`config.mk`:
```
export PLATFORM = sky130hd
export DESIGN_NAME = xfer_count_ctl
export DESIGN_NICKNAME = d
export VERILOG_FILES = /design/src/rtl/xfer_count_pkg.sv /design/src/rtl/xfer_count_regs.sv /design/src/rtl/xfer_len_calc.sv /design/src/rtl/xfer_step_ctrl.sv /design/src/rtl/xfer_count_ctl.sv
export SDC_FILE = /design/constraint.sdc
export NUM_CORES = 1
export LEC_CHECK = 0
export ABC_AREA = 1
export BUFFER_PORTS_ARGS = -buffer_cell sky130_fd_sc_hd__buf_2
export CAP_MARGIN = 20
export CORE_ASPECT_RATIO = 1.2
export CORE_MARGIN = 8
export CORE_UTILIZATION = 50
export CTS_CLUSTER_DIAMETER = 40
export DETAILED_ROUTE_END_ITERATION = 8
export HOLD_SLACK_MARGIN = 0.03
export PLACE_DENSITY = 0.69
export SLEW_MARGIN = 20
export SYNTH_ARGS = -nofsm -noshare
export SYNTH_HDL_FRONTEND = slang
export SYNTH_SLANG_ARGS = --single-unit
export TNS_END_PERCENT = 1
```
`constraint.sdc`:
```
create_clock -name clk -period 3.7 [get_ports clk]
set_clock_uncertainty 0.2 [all_clocks]
set_input_delay 0.185 -clock clk [delete_from_list [all_inputs] [get_ports clk]]
set_output_delay 0.185 -clock clk [all_outputs]
set_load 0.005 [all_outputs]
```
`src/rtl/xfer_count_pkg.sv`:
```
package xfer_count_pkg;

  // Reason a step ended, used inside the step controller
  typedef enum logic [1:0] {
    FIN_NONE    = 2'd0,
    FIN_PARTIAL = 2'd1,
    FIN_DRAINED = 2'd2,
    FIN_TARGET  = 2'd3
  } fin_cause_e;

endpackage

```
`src/rtl/xfer_count_regs.sv`:
```
module xfer_count_regs #(
  parameter int BYTE_W = 8,
  parameter int NLANE  = 2,
  localparam int CNT_W = NLANE * BYTE_W
) (
  input  logic              clk,
  input  logic              rst_n,
  input  logic [NLANE-1:0]  lane_we,
  input  logic [BYTE_W-1:0] wr_data,
  input  logic              load_live,
  input  logic              clear_live,
  output logic [CNT_W-1:0]  shadow_cnt,
  output logic [CNT_W-1:0]  live_cnt
);

  logic [CNT_W-1:0] live_q;
  logic [CNT_W-1:0] live_d;
  logic             live_en;

  for (genvar g = 0; g < NLANE; g++) begin : g_lane
    logic [BYTE_W-1:0] byte_q;
    always_ff @(posedge clk or negedge rst_n) begin
      if (!rst_n) begin
        byte_q <= '0;
      end else if (lane_we[g]) begin
        byte_q <= wr_data;
      end
    end
    assign shadow_cnt[g*BYTE_W +: BYTE_W] = byte_q;
  end

  always_comb begin
    live_en = load_live | clear_live;
    live_d  = load_live ? shadow_cnt : '0;
  end

  always_ff @(posedge clk or negedge rst_n) begin
    if (!rst_n) begin
      live_q <= '0;
    end else if (live_en) begin
      live_q <= live_d;
    end
  end

  assign live_cnt = live_q;

endmodule

```
`src/rtl/xfer_len_calc.sv`:
```
module xfer_len_calc #(
  parameter int CNT_W     = 16,
  parameter int RES_W     = 20,
  parameter int CAP_BYTES = 32,
  localparam int LEN_W    = CNT_W + 1
) (
  input  logic [CNT_W-1:0] count,
  input  logic [RES_W-1:0] resid,
  input  logic             capture,
  output logic [LEN_W-1:0] step_len
);

  logic [LEN_W-1:0] eff_len;
  logic [RES_W-1:0] mag;
  logic [RES_W-1:0] eff_wide;
  logic [LEN_W-1:0] cap_len;

  always_comb begin
    eff_len  = (count == '0) ? {1'b1, {CNT_W{1'b0}}} : {1'b0, count};
    mag      = resid[RES_W-1] ? (~resid + 1'b1) : resid;
    eff_wide = {{(RES_W-LEN_W){1'b0}}, eff_len};
    cap_len  = LEN_W'(CAP_BYTES);
    if (capture) begin
      step_len = (eff_len < cap_len) ? eff_len : cap_len;
    end else if (mag > eff_wide) begin
      step_len = eff_len;
    end else begin
      step_len = mag[LEN_W-1:0];
    end
  end

endmodule

```
`src/rtl/xfer_step_ctrl.sv`:
```
module xfer_step_ctrl
  import xfer_count_pkg::*;
#(
  parameter int LEN_W = 17,
  parameter int RES_W = 20
) (
  input  logic             clk,
  input  logic             rst_n,
  input  logic             any_wr,
  input  logic             cmd_valid,
  input  logic             cmd_dma,
  input  logic             cmd_xfer,
  input  logic [LEN_W-1:0] step_len,
  input  logic [RES_W-1:0] resid,
  input  logic             chunk_valid,
  input  logic [LEN_W-1:0] chunk_bytes,
  input  logic             target_fin,
  output logic             fin_now,
  output logic [LEN_W-1:0] dma_len,
  output logic             tc_flag,
  output logic             dma_mode,
  output logic             step_busy,
  output logic             step_done
);

  logic             busy_q, busy_d;
  logic [LEN_W-1:0] rem_q, rem_d;
  logic [RES_W-1:0] res_q, res_d;
  logic             todev_q, todev_d;
  logic [LEN_W-1:0] len_q, len_d;
  logic             mode_q, mode_d;
  logic             tc_q, tc_d;
  logic             done_q;
  fin_cause_e       cause;

  logic [LEN_W-1:0] moved;
  logic [LEN_W-1:0] rem_after;
  logic [RES_W-1:0] moved_wide;
  logic [RES_W-1:0] res_after;
  logic             res_after_pos;
  logic             res_nonpos;
  logic             chunk_ok;

  always_comb begin
    moved         = (rem_q < chunk_bytes) ? rem_q : chunk_bytes;
    rem_after     = rem_q - moved;
    moved_wide    = {{(RES_W-LEN_W){1'b0}}, moved};
    res_after     = todev_q ? (res_q + moved_wide) : (res_q - moved_wide);
    res_after_pos = !res_after[RES_W-1] && (res_after != '0);
    res_nonpos    = res_q[RES_W-1] || (res_q == '0);
    chunk_ok      = chunk_valid && (chunk_bytes != '0);
  end

  always_comb begin
    busy_d  = busy_q;
    rem_d   = rem_q;
    res_d   = res_q;
    todev_d = todev_q;
    len_d   = len_q;
    mode_d  = mode_q;
    tc_d    = tc_q;
    cause   = FIN_NONE;
    if (any_wr) begin
      tc_d = 1'b0;
    end
    if (cmd_valid) begin
      mode_d = cmd_dma;
      if (cmd_dma) begin
        busy_d = 1'b0;
      end
      if (cmd_dma && cmd_xfer) begin
        busy_d  = 1'b1;
        rem_d   = step_len;
        res_d   = resid;
        todev_d = resid[RES_W-1];
        len_d   = step_len;
        tc_d    = 1'b0;
      end
    end else if (busy_q) begin
      if (target_fin) begin
        cause = FIN_TARGET;
      end else if (chunk_ok) begin
        if (rem_q == '0) begin
          if (res_nonpos) begin
            cause = FIN_TARGET;
          end
        end else begin
          rem_d = rem_after;
          res_d = res_after;
          if (moved < chunk_bytes) begin
            cause = FIN_PARTIAL;
          end else if (!todev_q && (rem_after == '0) && res_after_pos) begin
            cause = FIN_DRAINED;
          end
        end
      end
      if (cause != FIN_NONE) begin
        busy_d = 1'b0;
        tc_d   = 1'b1;
      end
    end
  end

  assign fin_now = (cause != FIN_NONE);

  always_ff @(posedge clk or negedge rst_n) begin
    if (!rst_n) begin
      busy_q  <= 1'b0;
      rem_q   <= '0;
      res_q   <= '0;
      todev_q <= 1'b0;
      len_q   <= '0;
      mode_q  <= 1'b0;
      tc_q    <= 1'b0;
      done_q  <= 1'b0;
    end else begin
      busy_q  <= busy_d;
      rem_q   <= rem_d;
      res_q   <= res_d;
      todev_q <= todev_d;
      len_q   <= len_d;
      mode_q  <= mode_d;
      tc_q    <= tc_d;
      done_q  <= fin_now;
    end
  end

  assign dma_len   = len_q;
  assign tc_flag   = tc_q;
  assign dma_mode  = mode_q;
  assign step_busy = busy_q;
  assign step_done = done_q;

endmodule

```
`src/rtl/xfer_count_ctl.sv`:
```
module xfer_count_ctl #(
  parameter int BYTE_W    = 8,
  parameter int RES_W     = 20,
  parameter int CAP_BYTES = 32,
  localparam int CNT_W    = 2 * BYTE_W,
  localparam int LEN_W    = CNT_W + 1
) (
  input  logic              clk,
  input  logic              rst_n,
  input  logic [1:0]        cnt_wr,
  input  logic [BYTE_W-1:0] wr_data,
  input  logic              cmd_valid,
  input  logic              cmd_dma,
  input  logic              cmd_xfer,
  input  logic              capture_mode,
  input  logic [RES_W-1:0]  resid,
  input  logic              chunk_valid,
  input  logic [LEN_W-1:0]  chunk_bytes,
  input  logic              target_fin,
  output logic [LEN_W-1:0]  dma_len,
  output logic [CNT_W-1:0]  live_count,
  output logic              tc_flag,
  output logic              dma_mode,
  output logic              step_busy,
  output logic              step_done
);

  logic [1:0]       rst_sync_q;
  logic             rst_int_n;
  logic [CNT_W-1:0] shadow_cnt;
  logic [LEN_W-1:0] step_len;
  logic             fin_now;
  logic             load_live;

  always_ff @(posedge clk or negedge rst_n) begin
    if (!rst_n) begin
      rst_sync_q <= 2'b00;
    end else begin
      rst_sync_q <= {rst_sync_q[0], 1'b1};
    end
  end
  assign rst_int_n = rst_sync_q[1];

  assign load_live = cmd_valid && cmd_dma;

  xfer_count_regs #(.BYTE_W(BYTE_W), .NLANE(2)) u_regs (
    .clk        (clk),
    .rst_n      (rst_int_n),
    .lane_we    (cnt_wr),
    .wr_data    (wr_data),
    .load_live  (load_live),
    .clear_live (fin_now),
    .shadow_cnt (shadow_cnt),
    .live_cnt   (live_count)
  );

  xfer_len_calc #(.CNT_W(CNT_W), .RES_W(RES_W), .CAP_BYTES(CAP_BYTES)) u_len (
    .count    (shadow_cnt),
    .resid    (resid),
    .capture  (capture_mode),
    .step_len (step_len)
  );

  xfer_step_ctrl #(.LEN_W(LEN_W), .RES_W(RES_W)) u_step (
    .clk         (clk),
    .rst_n       (rst_int_n),
    .any_wr      (|cnt_wr),
    .cmd_valid   (cmd_valid),
    .cmd_dma     (cmd_dma),
    .cmd_xfer    (cmd_xfer),
    .step_len    (step_len),
    .resid       (resid),
    .chunk_valid (chunk_valid),
    .chunk_bytes (chunk_bytes),
    .target_fin  (target_fin),
    .fin_now     (fin_now),
    .dma_len     (dma_len),
    .tc_flag     (tc_flag),
    .dma_mode    (dma_mode),
    .step_busy   (step_busy),
    .step_done   (step_done)
  );

endmodule

```
# After elaboration in Yosys (flattened, before gate mapping)
# Index checks and enable logic that the tools add are counted.
[op_classes] addsub=4 n_lt_le_gt_ge=4 n_eq_ne=4 n_mux=40 n_bitwise=2 reduce_logical=22
[ops] op="two-way mux 17 bit" n=11
[ops] op="two-way mux 20 bit" n=8
[ops] op="logical NOT 17 bit" n=2
[ops] op="less-than comparator 17 bit" n=2
[ops] op="adder 20 x 1 -> 20 bit (second input constant)" n=1
[ops] op="adder 20 x 17 -> 20 bit" n=1
[ops] op="greater-than comparator 20 x 17 -> 1 bit" n=1
[ops] op="logical NOT 20 bit" n=1
[ops] op="two-way mux 2 bit" n=10
[ops] op="NOT 20 bit" n=1
[ops] op="nonzero test 20 bit" n=1
[ops] op="subtractor 20 x 17 -> 20 bit" n=1
[ops] op="less-than comparator 17 x 6 -> 1 bit (second input constant)" n=1
[ops] op="nonzero test 17 bit" n=1
[ops] op="subtractor 17 bit" n=1
[ops] op="logical NOT 16 bit" n=1
[ops] op="two-way mux 16 bit" n=1
[ops] op="two-way mux 1 bit" n=10
[ops] op="nonzero test 2 bit" n=4
[ops] op="logical AND 1 bit" n=6
[ops] op="AND reduction 5 bit" n=1
[ops] op="!= test 2 bit (second input constant)" n=2
[ops] op="!= test 3 x 1 -> 1 bit (second input constant)" n=1
[ops] op="logical NOT 1 bit" n=2
[ops] op="5 further kinds" n=5
[totals] ff_bits=93 output_inout_bits=37

# Logic depth before layout (Yosys ltp)
# Gate-level depths: netlist (run 1).
[depth] ltp_word=18 ltp_mapped=46

# Hierarchy
# From an unflattened synthesis (run 1), not the netlist that was laid out.
[hier_totals] hier_cells=1320 area_unflattened_um2=8902.3
[modules_own_cells] module="xfer_step_ctrl" instances=1 cells_each=944 area_per_inst_um2=6326.1 seq_area_each_um2=1476.4
[modules_own_cells] module="xfer_len_calc" instances=1 cells_each=234 area_per_inst_um2=1258.7 seq_area_each_um2=0.0
[modules_own_cells] module="xfer_count_regs" instances=1 cells_each=134 area_per_inst_um2=1244.9 seq_area_each_um2=800.8
[modules_own_cells] module="xfer_count_ctl" instances=1 cells_each=8 area_per_inst_um2=72.6 seq_area_each_um2=50.0

# Worst setup path before layout (run 1)
# OpenSTA, ideal clock, no wires.
[synth_path] kind="register to register" from="reg u_step.rem_q[16]" to="reg u_regs.live_q[0], in the netlist u_regs.live_cnt[0]" arrival_ns=4.447 required_ns=3.434 setup_slack_ns=-1.013 stages_incl_launch_ff=37 path_buffers=2 synth_period_minus_slack_ns=4.713 cell_sequence="dfrtp_1 ha_1 a21o_1 nor2_1 nand2_1 nor2_4 buf_6 nand3_1 nand2_1 nand2_2 nor2_2 nand3_2 nor2_1 inv_1 nor2_1 inv_1 o21ai_1 o21ai_0 xor2_1 inv_1 ha_1 nand2_1 nor4_1 nand3_1 nand3_1 xor2_1 nand3_1 nor2_1 nand3_1 nand3_1 nand2_1 nand2_1 nand2_2 nand2_4 buf_12 nand3_2 nand2_1"
[synth_between] elab_chain_cells=18 word_cells_on_any_way=25
[synth_rtl] element="start, declared" line_no="xfer_step_ctrl.sv:27" text="logic [LEN_W-1:0] rem_q, rem_d;"
[synth_rtl] element="start signal, assigned" line_no="xfer_step_ctrl.sv:118" text="rem_q <= rem_d;"
[synth_rtl] element="less-than comparator 17 bit" line_no="xfer_step_ctrl.sv:45" text="moved = (rem_q < chunk_bytes) ? rem_q : chunk_bytes;"
[synth_rtl] element="two-way mux 17 bit" line_no="xfer_step_ctrl.sv:45"
[synth_rtl] element="subtractor 20 x 17 -> 20 bit / adder 20 x 17 -> 20 bit (equally long branches)" line_no="xfer_step_ctrl.sv:48" text="res_after = todev_q ? (res_q + moved_wide) : (res_q - moved_wide);"
[synth_rtl] element="two-way mux 20 bit" line_no="xfer_step_ctrl.sv:48"
[synth_rtl] element="nonzero test 20 bit / logical NOT 1 bit (equally long branches)" line_no="xfer_step_ctrl.sv:49" text="res_after_pos = !res_after[RES_W-1] && (res_after != '0);"
[synth_rtl] element="logical AND 1 bit" line_no="xfer_step_ctrl.sv:49"
[synth_rtl] element="logical AND 1 bit" line_no="xfer_step_ctrl.sv:92" text="end else if (!todev_q && (rem_after == '0) && res_after_pos) begin"
[synth_rtl] element="two-way mux 2 bit" line_no="xfer_step_ctrl.sv:92"
[synth_rtl] element="[... 2 more ...]"
[synth_rtl] element="two-way mux 2 bit (*)" line_no="xfer_step_ctrl.sv:82" text="end else if (chunk_ok) begin"
[synth_rtl] element="two-way mux 2 bit (*)" line_no="xfer_step_ctrl.sv:80" text="if (target_fin) begin"
[synth_rtl] element="two-way mux 2 bit (*)" line_no="xfer_step_ctrl.sv:79" text="end else if (busy_q) begin"
[synth_rtl] element="two-way mux 2 bit (*)" line_no="xfer_step_ctrl.sv:66" text="if (cmd_valid) begin"
[synth_rtl] element="two-way mux 2 bit (*)" line_no="xfer_step_ctrl.sv:79"
[synth_rtl] element="two-way mux 2 bit (*)" line_no="xfer_step_ctrl.sv:66"
[synth_rtl] element="nonzero test 2 bit (*)" line_no="xfer_step_ctrl.sv:104" text="assign fin_now = (cause != FIN_NONE);"
[synth_rtl] element="bitwise OR 1 bit (*)" line_no="xfer_count_regs.sv:33" text="live_en = load_live | clear_live;"
[synth_rtl] element="end signal, assigned" line_no="xfer_count_regs.sv:41" text="live_q <= live_d;"
[synth_rtl] element="end, declared" line_no="xfer_count_regs.sv:16" text="logic [CNT_W-1:0] live_q;"
# Every way passes the cells marked *; elsewhere a longest branch is shown, timed or not. The select of a mux whose other input is x is not followed.
# A chain may end at the register's enable or synchronous reset.

# Worst setup path after layout (run 1)
[layout_path] from="reg u_step.rem_q[4]" to="reg u_regs.live_q[4], in the netlist u_regs.live_cnt[4]"
# Same word-level chain as after synthesis.

==> results of run 1 <==
==> logic make-up after synthesis <==
group,Yosys count,share of synthesized area [%]
buffers and inverters,218,10.0
AO/OA/AOI/OAI,226,14.6
other,1,0.0420
adder cells (fa/ha/maj),89,12.6
flip-flops,93,26.0
XOR/XNOR,51,5.00
AND/OR/NAND/NOR,618,31.7
==> Yosys cell counts (4+ instances only) <==
library cell	n
o31ai_1	5
dfrtp_1	93
nor4_1	16
a211oi_1	4
o22ai_1	6
o211ai_1	16
inv_1	173
nand2_1	335
a21o_1	6
nand3b_1	11
buf_6	4
nand2_2	20
xnor2_1	7
nor3_1	15
o21bai_1	4
nand3_1	94
nor2_1	74
buf_1	5
nor2_2	4
inv_2	5
nor2_4	4
nand4_1	19
ha_1	87
o21ai_0	82
a21oi_1	77
nand3_2	18
xor2_1	44
clkbuf_1	22
o21a_1	8
==> cell type report <==
| type | count | area, sq um | share of cell area [%] |
|---|---|---|---|
| inverter | 181 | 679 | 5.13 |
| timing repair buffer | 438 | 3210 | 24.2 |
| clock inverter | 7 | 91.3 | 0.690 |
| tap | 220 | 275 | 2.08 |
| clock buffer | 9 | 225 | 1.70 |
| multi-input combinational | 990 | 6430 | 48.6 |
| sequential | 93 | 2330 | 17.6 |
==> registers in the layout (all words and copies together) (netlist names) <==
register	cells
u_step.step_done	1
u_step.dma_len	17
rst_sync_q	2
u_regs.g_lane.byte_q	16
u_regs.live_cnt	16
u_step.rem_q	17
u_step.res_q	20
u_step.step_busy	1
u_step.tc_flag	1
u_step.todev_q	1
u_step.dma_mode	1
==> worst max-delay path: cells and delay by family (launching register included) <==
kind,cells,cell delay [ns]
XOR/XNOR,2,0.32
adder cells (fa/ha/maj),2,0.61
flip-flops,1,0.41
AND/OR/NAND/NOR,28,2.67
buffers and inverters,7,0.65
AO/OA/AOI/OAI,1,0.14
==> metrics by stage <==
stage	worst slack (ns)	total power [W]	utilization [%]	std cells	cell area, sq um
final	-1.39	0.0167	75.6	1938	13200
after global routing	-1.81	0.0179	75.6	1938	13200
after CTS	-1.31	0.0159	73.8	1929	12900
after detailed placement	-1.57	0.0134	66.5	1857	11600
after global placement	-1.54	0.0133	66.5	1857	11600
after floorplan	-0.883	0.00730	-	1296	8960
==> layer usage <==
metal | vias up | GRT usage, % | share of wire (%)
met3 | 108 | 4.05 | 5.3
met1 | 4992 | 36.8 | 42
met4 | 0 | 18.2 | 5.9
met5 | - | 0 | 0
li1 | 5130 | - | -
met2 | 458 | 50.7 | 47
==> timing repair <==
item / in CTS / in global routing
pin swaps: 27 / 22
setup endpoints to repair: 57 / 71
gates resized for setup: 94 / 45
buffers inserted: 22 / 7
hold buffers: 29 / 0
endpoints found under the hold margin: 29 / 0
gates cloned: 5 / 0
==> final timing paths <==
path / endpoint / slack (ns)
worst max-delay path: u_regs.live_cnt[4] / -1.39
worst min-delay path: u_step.res_q[11] / 0.01
worst max register to register: u_regs.live_cnt[4] / -1.39
worst min register to register: u_step.rem_q[1] / 0.11
max in group asynchronous: u_step.rem_q[7] / 2.58
min in group asynchronous: u_step.rem_q[1] / 0.11
==> report_power, final <==
| part | switching [W] | internal [W] |
|---|---|---|
| sequential | 0.000320 | 0.00129 |
| combinational | 0.00701 | 0.00709 |
| clock | 0.000501 | 0.000486 |
==> reports/metrics.yaml, run 1 <==
yosys:
  synth_area_leaders: "dfrtp_1 (26%), nand2_1 (14%), ha_1 (12%)"
  synth_cells: 1296
  ys.warnings.count: 0
  synth_area_sq_um: 8930
  synth-edff-count: 0
  synth_fp_nets: 1440
  yosysTopAreaCellShare_pct: 26.0
  syn_area_per_cell_sq_um: 6.89
  synth_seq_area_share_pct: 26.0
  synth-seq-cells: 93
  synth_area_leader_cell: "dfrtp_1"
  synth_ff_type: "dfrtp_1"
  async_flop_share_pct: 100
  ys_types: 47
run_status:
  violations: "setup timing"
  outcome: "finished with violations"
global_route:
  grt_pass1_vias: 10600
  antenna_found_initial: 0
  grt-ovfl-total: 0
  grt_max_degree: 79
  grt_usage_pct: 30.3
  grt_pass1_wl_mm: 55.2
cts:
  cts.reportedPaths.clkPinSlew_ns: 0.09
  clk_latency_ns: 0.38
  cts.sinks: 93
  tritoncts: "built"
  cts_buffer_depth: 2
  cts-htree-levels: 3
  cts_buffers: 9
  cts_root_buf: "clkbuf_16"
finish:
  antennaDiodeCount: 0
  final_cell_mix: "nand2_1 (313), buf_4 (309), inv_1 (170), buf_2 (92), dfrtp_1 (92)"
  n_fill_cell: 1363
  area_growth_pct: 48.1
  nets: 1857
  drive_above_1_share_pct: 34.8
  final_common_cell: "nand2_1"
hold_path:
  holdPathStages: 3
  hp-start: "resid[11]"
  min_path_type: "in -> reg"
detailed_routing:
  first_iter_violations: 867
  ant_nets: 0
  drc: 0
  routed_via_density: 5.51
  wl_per_cell_microns: 18.0
  dr.pass1.iters: 5
  num_vias: 10700
  finalWirelength_mm: 34.9
setup_path:
  r2r_start: "u_step.rem_q[4]"
  cp_max_fo: 11
  worst-setup-path-type: "reg -> reg"
  crit_top_cell: "nand2_1"
  critPathCaptureType: "flop"
  crit_start: "u_step.rem_q[4]"
  cp_slowest_cell: "dfrtp_1"
  start_kind: "flop"
  r2r_cells: 40
  worstPathRequired_ns: 3.81
  crit_arrival_ns: 5.20
  cpPeakStageDelay_ns: 0.41
sta:
  hold_viol: 0
  slew_viol_final: 0
  worst_slew_pin_slew_ns: 1.17
  fmax_mhz: 196
  fin_tns_setup_ns: -37.12
  period_share_pct: 138
  fin_ws_ns: -1.39
  setup_viol: 46
  hold_slack_ns: 0.0118
  period_minus_slack_ns: 5.09
  grt_setup_unrepaired: "true"
  slew_headroom_pct: 21.9
die:
  start_util_pct: 51.0
  io_pins: 92
  die_area_sq_um: 22400
  row_count: 53
  fp.dieW_microns: 138
  coreArea_sq_um: 17500
  die_h_microns: 162
place:
  gp_congestion: 0.984
  detailed_place_hpwl_mm: 26.3
  portBuffers: 91
power:
  leakage_nw: 7.08
  pwr_density_cell_nw_per_um2: 1260
  max-vdd-ir-drop_v: 0.000744
job:
  drv_cap: 0
Note: power is estimated with default switching activity, not from simulation.
==> run 2, diff against run 1 <==
Settings changed: ABC_AREA 1 to 0, PLACE_DENSITY 0.69 to 0.7.
==> reports/metrics.yaml, run 2 <==
place:
  gp_congestion: 0.985  # was 0.984
  detailed_place_hpwl_mm: 25.5  # was 26.3 mm
  place_worst_setup_slack_ns: -2.03  # was -1.57 ns
  portBuffers: 91  # unchanged
detailed_routing:
  num_vias: 9777  # was 10700
  wl_per_cell_microns: 20.5  # was 18.0 microns
  finalWirelength_mm: 33.9  # was 34.9 mm
  first_iter_violations: 793  # was 867
  routed_via_density: 5.90  # was 5.51
  ant_nets: 0  # unchanged
  dr.pass1.iters: 5  # unchanged
  drc: 0  # unchanged
power:
  seqPwrFrac_pct: 10.6  # was 9.7%
  p_sw_w: 0.00670  # was 0.00783 W
  clkPwrFrac_pct: 6.8  # was 5.9%
  swShare_pct: 45.1  # was 46.9%
  max-vdd-ir-drop_v: 0.000570  # was 0.000744 V
  leakage_nw: 6.34  # was 7.08 nW
  intPower_w: 0.00815  # was 0.00887 W
  power_frac_comb_pct: 82.6  # was 84.4%
  pwr_density_cell_nw_per_um2: 1150  # was 1260 nW/um^2
sta:
  slew_headroom_pct: 49.9  # was 21.9%
  fmax_mhz: 179  # was 196 MHz
  fin_ws_ns: -1.90  # was -1.39 ns
  setup_viol: 58  # was 46
  hold_viol: 0  # unchanged
  fin_tns_setup_ns: -61.73  # was -37.12 ns
  worst_slew_pin_slew_ns: 0.751  # was 1.17 ns
  period_minus_slack_ns: 5.60  # was 5.09 ns
  grt_setup_unrepaired: "true"  # unchanged
  slew_viol_final: 0  # unchanged
  period_share_pct: 151  # was 138%
finish:
  drive_above_1_share_pct: 40.8  # was 34.8%
  largest_reg_flops: 20  # unchanged
  antennaDiodeCount: 0  # unchanged
  final_cell_mix: "buf_4 (322), buf_2 (91), dfrtp_1 (91), nand2_1 (89), ha_1 (79)"  # was nand2_1 (313), buf_4 (309), inv_1 (170), buf_2 (92), dfrtp_1 (92)
  n_fill_cell: 1148  # was 1363
  nets: 1580  # was 1857
  area_growth_pct: 50.3  # was 48.1%
  final_common_cell: "buf_4"  # was nand2_1
  largest_register: "u_step.res_q"  # unchanged
yosys:
  synth_area_leaders: "dfrtp_1 (27%), ha_1 (13%), mux2i_1 (5.6%)"  # was dfrtp_1 (26%), nand2_1 (14%), ha_1 (12%)
  synth_fp_nets: 1158  # was 1440
  async_flop_share_pct: 100  # unchanged
  synth.most_common_cell: "dfrtp_1"  # was nand2_1
  syn_area_per_cell_sq_um: 8.44  # was 6.89 sq um
  synth_cells: 1014  # was 1296
  synth_commonest_cells: "dfrtp_1 (93), nand2_1 (92), ha_1 (87)"  # was nand2_1 (335), inv_1 (173), nand3_1 (94)
  synth_ff_type: "dfrtp_1"  # unchanged
  ys.warnings.count: 0  # unchanged
  synth-seq-cells: 93  # unchanged
  synth_area_leader_cell: "dfrtp_1"  # unchanged
  ys_types: 83  # was 47
  synth-edff-count: 0  # unchanged
  yosysTopAreaCellShare_pct: 27.2  # was 26.0%
  synth_area_sq_um: 8560  # was 8930 sq um
  synth_seq_area_share_pct: 27.2  # was 26.0%
cts:
  cts_buffer_depth: 2  # unchanged
  cts.sinks: 93  # unchanged
  cts-htree-levels: 3  # unchanged
  clk_latency_ns: 0.36  # was 0.38 ns
  cts_buffers: 9  # unchanged
  tritoncts: "built"  # unchanged
  cts_root_buf: "clkbuf_16"  # unchanged
  cts.reportedPaths.clkPinSlew_ns: 0.07  # was 0.09 ns
global_route:
  grt.met3_usage_pct: 4.99  # was 4.05%
  grt-ovfl-total: 0  # unchanged
  antenna_found_initial: 0  # unchanged
  grt-busiest-layer: "met2"  # unchanged
  grt_pass1_vias: 9900  # was 10600
  grt_max_degree: 54  # was 79
  grt_use_met1_pct: 38.0  # was 36.8%
  grt_pass1_wl_mm: 53.2  # was 55.2 mm
  use_met2_pct: 50.9  # was 50.7%
  grt_usage_pct: 31.3  # was 30.3%
setup_path:
  crit_arrival_ns: 5.62  # was 5.20 ns
  cp_max_fo: 6  # was 11
  worst-setup-path-type: "reg -> reg"  # unchanged
  start_kind: "flop"  # unchanged
  critPathCaptureType: "flop"  # unchanged
  worstPathRequired_ns: 3.72  # was 3.81 ns
die:
  io_pins: 92  # unchanged
  die_h_microns: 159  # was 162 microns
  die_area_sq_um: 21600  # was 22400 sq um
  start_util_pct: 50.8  # was 51.0%
  coreArea_sq_um: 16900  # was 17500 sq um
  fp.dieW_microns: 135  # was 138 microns
  row_count: 52  # was 53
run_status:
  outcome: "finished with violations"  # unchanged
  violations: "setup timing"  # unchanged
hold_path:
  min_path_type: "in -> reg"  # unchanged
job:
  drv_cap: 0  # unchanged
[run 2: kinds of logic after synthesis]
kind of cell | share of synthesized area (%)
AO/OA/AOI/OAI | 23.2
XOR/XNOR | 6.72
adder cells (fa/ha/maj) | 13.2
buffers and inverters | 5.41
flip-flops | 27.2
multiplexers | 6.34
other | 0.0438
AND/OR/NAND/NOR | 17.9
[run 2: critical path: stages, from the launching register on]
cell and delay [ns]:
dfrtp_2 0.43, ha_4 0.28, nand4_4 0.11, or3_4 0.38
or4_4 0.48, nand3_4 0.15, mux2i_2 0.27, buf_4 0.20
a31oi_1 0.12, xnor2_1 0.32, ha_1 0.26, a21oi_2 0.08
buf_4 0.14, o21ai_4 0.23, a21oi_4 0.06, or2_4 0.27
a311o_1 0.27, nor3_2 0.24, a2111oi_2 0.06, and4bb_4 0.23
buf_4 0.15, a31oi_2 0.40, a21oi_1 0.13
[run 2: power by group through the flow]
stage | Clock, W | Sequential, W | Combinational (W)
3_3_place_gp | 0 | 0.00156 | 0.0108
5_1_grt | 0.00105 | 0.00160 | 0.0132
6_report | 0.00100 | 0.00158 | 0.0123
3_5_place_dp | 0 | 0.00158 | 0.0110
2_1_floorplan | 0 | 0.00157 | 0.00571
4_1_cts | 0.000999 | 0.00156 | 0.0117
[run 2: path summary, 6_finish.rpt]
kind                                       start                          to  slack (ns)  cells after the start
worst max-delay path            u_step.rem_q[15]          u_regs.live_cnt[9]       -1.90                     22
worst min-delay path                   cnt_wr[0]  u_regs.g_lane[0].byte_q[6]        0.04                      2
worst max register to register  u_step.rem_q[15]          u_regs.live_cnt[9]       -1.90                     22
worst min register to register     rst_sync_q[1]         u_regs.live_cnt[10]        0.18                      0
max in group asynchronous          rst_sync_q[1]         u_regs.live_cnt[14]        2.26                      1
min in group asynchronous          rst_sync_q[1]         u_regs.live_cnt[10]        0.18                      0
[run 2: area by class of cell]
type | instances | area, sq um | area share (%)
clock inverters | 5 | 63.8 | 0.496
clock buffers | 11 | 253 | 1.96
repair buffers | 447 | 3280 | 25.5
well taps | 216 | 270 | 2.10
flip-flops and latches | 93 | 2330 | 18.1
multi-input cells | 813 | 6400 | 49.7
inverters | 72 | 270 | 2.10
[run 2: per-stage QoR]
step | power (W) | instance area [sq um] | instances | util (%) | hold slack [ns]
final | 0.0149 | 12900 | 1657 | 76.4 | 0.0393
after global routing | 0.0158 | 12900 | 1657 | 76.4 | 0.0630
after CTS | 0.0143 | 12700 | 1657 | 75.1 | 0.0326
after detailed placement | 0.0126 | 11800 | 1607 | 69.9 | -0.227
after global placement | 0.0124 | 11800 | 1607 | 69.9 | -0.230
after floorplan | 0.00728 | 8780 | 1014 | - | -0.311
[run 2: what timing repair did]
item	CTS	global route
hold buffers	25	0
endpoints found under the hold margin	21	0
setup endpoints to repair	70	72
buffers inserted	6	0
gates cloned	3	0
pin swaps	25	18
gates resized for setup	40	50
[run 2: layer usage]
metal  routed length, microns  vias to the layer above
met1                    13400                     4652
met4                     1990                        0
met5                        0                        -
li1                         -                     4551
met3                     2290                      119
met2                    16200                      455
==> run 3, diff against run 2 <==
Settings changed: CORE_UTILIZATION 50 to 61, PLACE_DENSITY 0.7 to 0.82, SKIP_LAST_GASP set to 1.
==> reports/metrics.yaml, run 3 <==
cts:
  cts_buffers: 9  # unchanged
  cts.sinks: 93  # unchanged
  cts_buffer_depth: 2  # unchanged
  cts-htree-levels: 3  # unchanged
  cts_root_buf: "clkbuf_16"  # unchanged
global_route:
  grt_max_degree: 63
  grt-ovfl-total: 11
  grt_usage_pct: 67.6
place:
  place_area_sq_um: 11600  # was 11800 sq um
  gp_congestion: 1.00  # was 0.985
  detailed_place_hpwl_mm: 26.7  # was 25.5 mm
  portBuffers: 91  # unchanged
yosys:
  synth_commonest_cells: "dfrtp_1 (93), nand2_1 (92), ha_1 (87)"  # unchanged
  ys_types: 83  # unchanged
  synth.most_common_cell: "dfrtp_1"  # unchanged
  synth-edff-count: 0  # unchanged
  yosysTopAreaCellShare_pct: 27.2  # unchanged
  syn_area_per_cell_sq_um: 8.44  # unchanged
  synth_cells: 1014  # unchanged
  synth_area_leaders: "dfrtp_1 (27%), ha_1 (13%), mux2i_1 (5.6%)"  # unchanged
  synth_seq_area_share_pct: 27.2  # unchanged
  synth-seq-cells: 93  # unchanged
  synth_ff_type: "dfrtp_1"  # unchanged
  synth_area_leader_cell: "dfrtp_1"  # unchanged
  async_flop_share_pct: 100  # unchanged
  synth_fp_nets: 1158  # unchanged
  synth_area_sq_um: 8560  # unchanged
  ys.warnings.count: 0  # unchanged
sta:
  grt-worst-endpoint: "u_step.tc_flag$_DFF_PN0_/D"
  endpoint_type: "register input"
die:
  fp.dieW_microns: 124  # was 135 microns
  die_h_microns: 146  # was 159 microns
  start_util_pct: 62.2  # was 50.8%
  io_pins: 92  # unchanged
  row_count: 47  # was 52
run_status:
  outcome: "did not finish"  # was finished with violations
  haltStage: "5_1_grt"
  tool.error: "[ERROR GRT-0232] Routing congestion too high. Check the congestion heatmap in the GUI."
-- run 3: cell counts after synthesis --
No cell type changed its count.
-- run 3: per-layer routing --
| metal | overflow | GRT usage [%] |
|---|---|---|
| met2 | 8 | 80.7 |
| met3 | 0 | 57.5 |
| met1 | 0 | 68.4 |
| met4 | 3 | 60.9 |
| met5 | 0 | 23.1 |
-- run 3: timing repair --
action / CTS
setup endpoints to repair: 72
gates resized for setup: 29
buffers inserted: 11
cloned: 3
endpoints found under the hold margin: 20
hold buffers: 17
pin swaps: 15
-- run 3: cells by family after synthesis --
family,share of synthesized area (%)
AO/OA/AOI/OAI,23.2
flip-flops,27.2
buffers and inverters,5.41
adder cells (fa/ha/maj),13.2
other,0.0438
multiplexers,6.34
XOR/XNOR,6.72
AND/OR/NAND/NOR,17.9
-- run 3: per-stage QoR --
| stage | std cells | setup TNS [ns] | worst slack [ns] |
|---|---|---|---|
| after detailed placement | 1549 | -88.83 | -2.20 |
| after floorplan | 1014 | -60.92 | -1.74 |
| after CTS | 1596 | -73.41 | -1.90 |
| after global placement | 1549 | -74.51 | -1.89 |
==> run 4, diff against run 3 <==
Settings changed: CORE_ASPECT_RATIO 1.2 to unset, CORE_UTILIZATION 61 to 40, CTS_CLUSTER_DIAMETER 40 to unset, HOLD_SLACK_MARGIN 0.03 to unset, PLACE_DENSITY 0.82 to unset, PLACE_DENSITY_LB_ADDON set to 0.15.
==> reports/metrics.yaml, run 4 (synthesis gave the netlist of run 2 again) <==
run_status:
  violations: "setup timing"
  outcome: "finished with violations"  # was did not finish
global_route:
  grt-ovfl-total: 0
  antenna_found_initial: 1
  grt_pass1_vias: 9348
  grt_usage_pct: 24.6
  grt_max_degree: 70
  grt_pass1_wl_mm: 50.7
sta:
  setup_viol: 70
  fmax_mhz: 179
  hold_slack_ns: 0.0173
  grt_setup_unrepaired: "true"
  worst_slew_pin_slew_ns: 0.969
  period_share_pct: 151
  slew_headroom_pct: 35.4
  hold_viol: 0
  fin_ws_ns: -1.89
  period_minus_slack_ns: 5.59
  slew_viol_final: 0
  fin_tns_setup_ns: -67.24
setup_path:
  r2r_end: "u_regs.live_cnt[12]"
  crit_start: "u_step.rem_q[15]"
  crit_top_cell: "buf_4"
  critPathCaptureType: "flop"
  crit_arrival_ns: 5.63
  worst-path-buf-inv: 12
  cpPeakStageDelay_ns: 0.44
  cp-endpoint: "u_regs.live_cnt[12]"
  worstPathRequired_ns: 3.74
  start_kind: "flop"
  crit_cells: 29
  r2r_cells: 29
  worst-setup-path-type: "reg -> reg"
  r2r_start: "u_step.rem_q[15]"
  cp_max_fo: 7
  cp_slowest_cell: "or4_4"
  critPathTopFamily: "buffers and inverters"
  ff2ff_setup_slack_ns: -1.89
detailed_routing:
  first_iter_violations: 671
  ant_nets: 0
  finalWirelength_mm: 32.9
  routed_via_density: 5.42
  dr.pass1.iters: 5
  wl_per_cell_microns: 19.1
  drc: 0
  num_vias: 9332
die:
  fp.dieW_microns: 162  # was 124 microns
  row_count: 53  # was 47
  io_pins: 92  # unchanged
  die_h_microns: 162  # was 146 microns
  coreArea_sq_um: 21000
  die_area_sq_um: 26300
  start_util_pct: 40.7  # was 62.2%
place:
  portBuffers: 91  # unchanged
  dp_cells: 1671  # was 1549
  place_worst_setup_slack_ns: -2.02  # was -2.20 ns
  detailed_place_hpwl_mm: 26.5  # was 26.7 mm
  gp_congestion: 0.947  # was 1.00
cts:
  cts-htree-levels: 3  # unchanged
  cts.reportedPaths.clkPinSlew_ns: 0.07
  tritoncts: "built"
  cts_buffer_depth: 2  # unchanged
  clk_latency_ns: 0.36
  cts.sinks: 93  # unchanged
  cts_buffers: 9  # unchanged
  cts_root_buf: "clkbuf_16"  # unchanged
finish:
  multi_input_area_sq_um: 6150
  nets: 1585
  seqCellArea_sq_um: 2330
  final_cell_mix: "buf_4 (342), buf_2 (91), dfrtp_1 (91), nand2_1 (90), ha_1 (82)"
  largest_reg_flops: 20
  largest_register: "u_step.res_q"
  area_growth_pct: 49.1
  fin_cells: 1721
  antennaDiodeCount: 0
  final_common_cell: "buf_4"
  n_fill_cell: 1880
  drive_above_1_share_pct: 39.1
power:
  leakage_nw: 6.33
  pwr_density_cell_nw_per_um2: 1150
  max-vdd-ir-drop_v: 0.000491
hold_path:
  min_path_type: "in -> reg"
job:
  drv_cap: 0
[run 4: how the worst min path moves through the flow]
stage | from | end | slack (ns) | cells after the start
2_1_floorplan | rst_n | rst_sync_q[0] | -0.31 | 0
3_3_place_gp | rst_n | rst_sync_q[0] | -0.23 | 1
3_5_place_dp | rst_n | rst_sync_q[0] | -0.23 | 1
4_1_cts | cnt_wr[0] | u_regs.g_lane[0].byte_q[3] | 0.005 | 3
5_1_grt | resid[18] | u_step.res_q[18] | 0.05 | 4
6_report | cnt_wr[1] | u_regs.g_lane[1].byte_q[0] | 0.02 | 3
[run 4: routing by layer]
layer	global-route usage (%)	up-vias	part of all wire, %
li1	-	4560	-
met1	33.8	4479	47
met2	38.6	242	45
met3	3.54	49	4.7
met4	9.09	2	2.8
met5	0	-	0.040
[run 4: power by group]
group	internal [W]	total (W)	switching, W
sequential	0.00130	0.00157	0.000268
clock	0.000637	0.00107	0.000430
combinational	0.00626	0.0121	0.00583
total	0.00819	0.0147	0.00653
[run 4: area by class of cell]
type                       instances  share of cell area, %
inverter                          72                   2.12
timing repair buffer             454                   26.1
clock inverter                     5                  0.676
sequential                        93                   18.3
tap                              275                   2.70
multi-input combinational        811                   48.2
clock buffer                      11                   1.98
[run 4: timing repair]
| item | in CTS | in global routing |
|---|---|---|
| pin swaps | 8 | 14 |
| resized for setup | 12 | 24 |
| cloned | 1 | 1 |
| hold endpoints to repair | 21 | 0 |
| buffers inserted | 13 | 6 |
| hold buffers | 13 | 0 |
| setup endpoints to repair | 71 | 72 |
[run 4: tightest hold or removal path: stages]
cell	delay, ns
buf_2	0.20
nand2_1	0.08
o21ai_0	0.06
[run 4: metrics by stage]
stage / area (sq um) / power [W] / util (%)
floorplan: 8780 / 0.00728 / -
global placement: 11900 / 0.0126 / 56.6
detailed placement: 11900 / 0.0127 / 56.6
CTS: 12600 / 0.0143 / 59.8
global route: 12800 / 0.0158 / 60.7
finish: 12800 / 0.0147 / 60.7
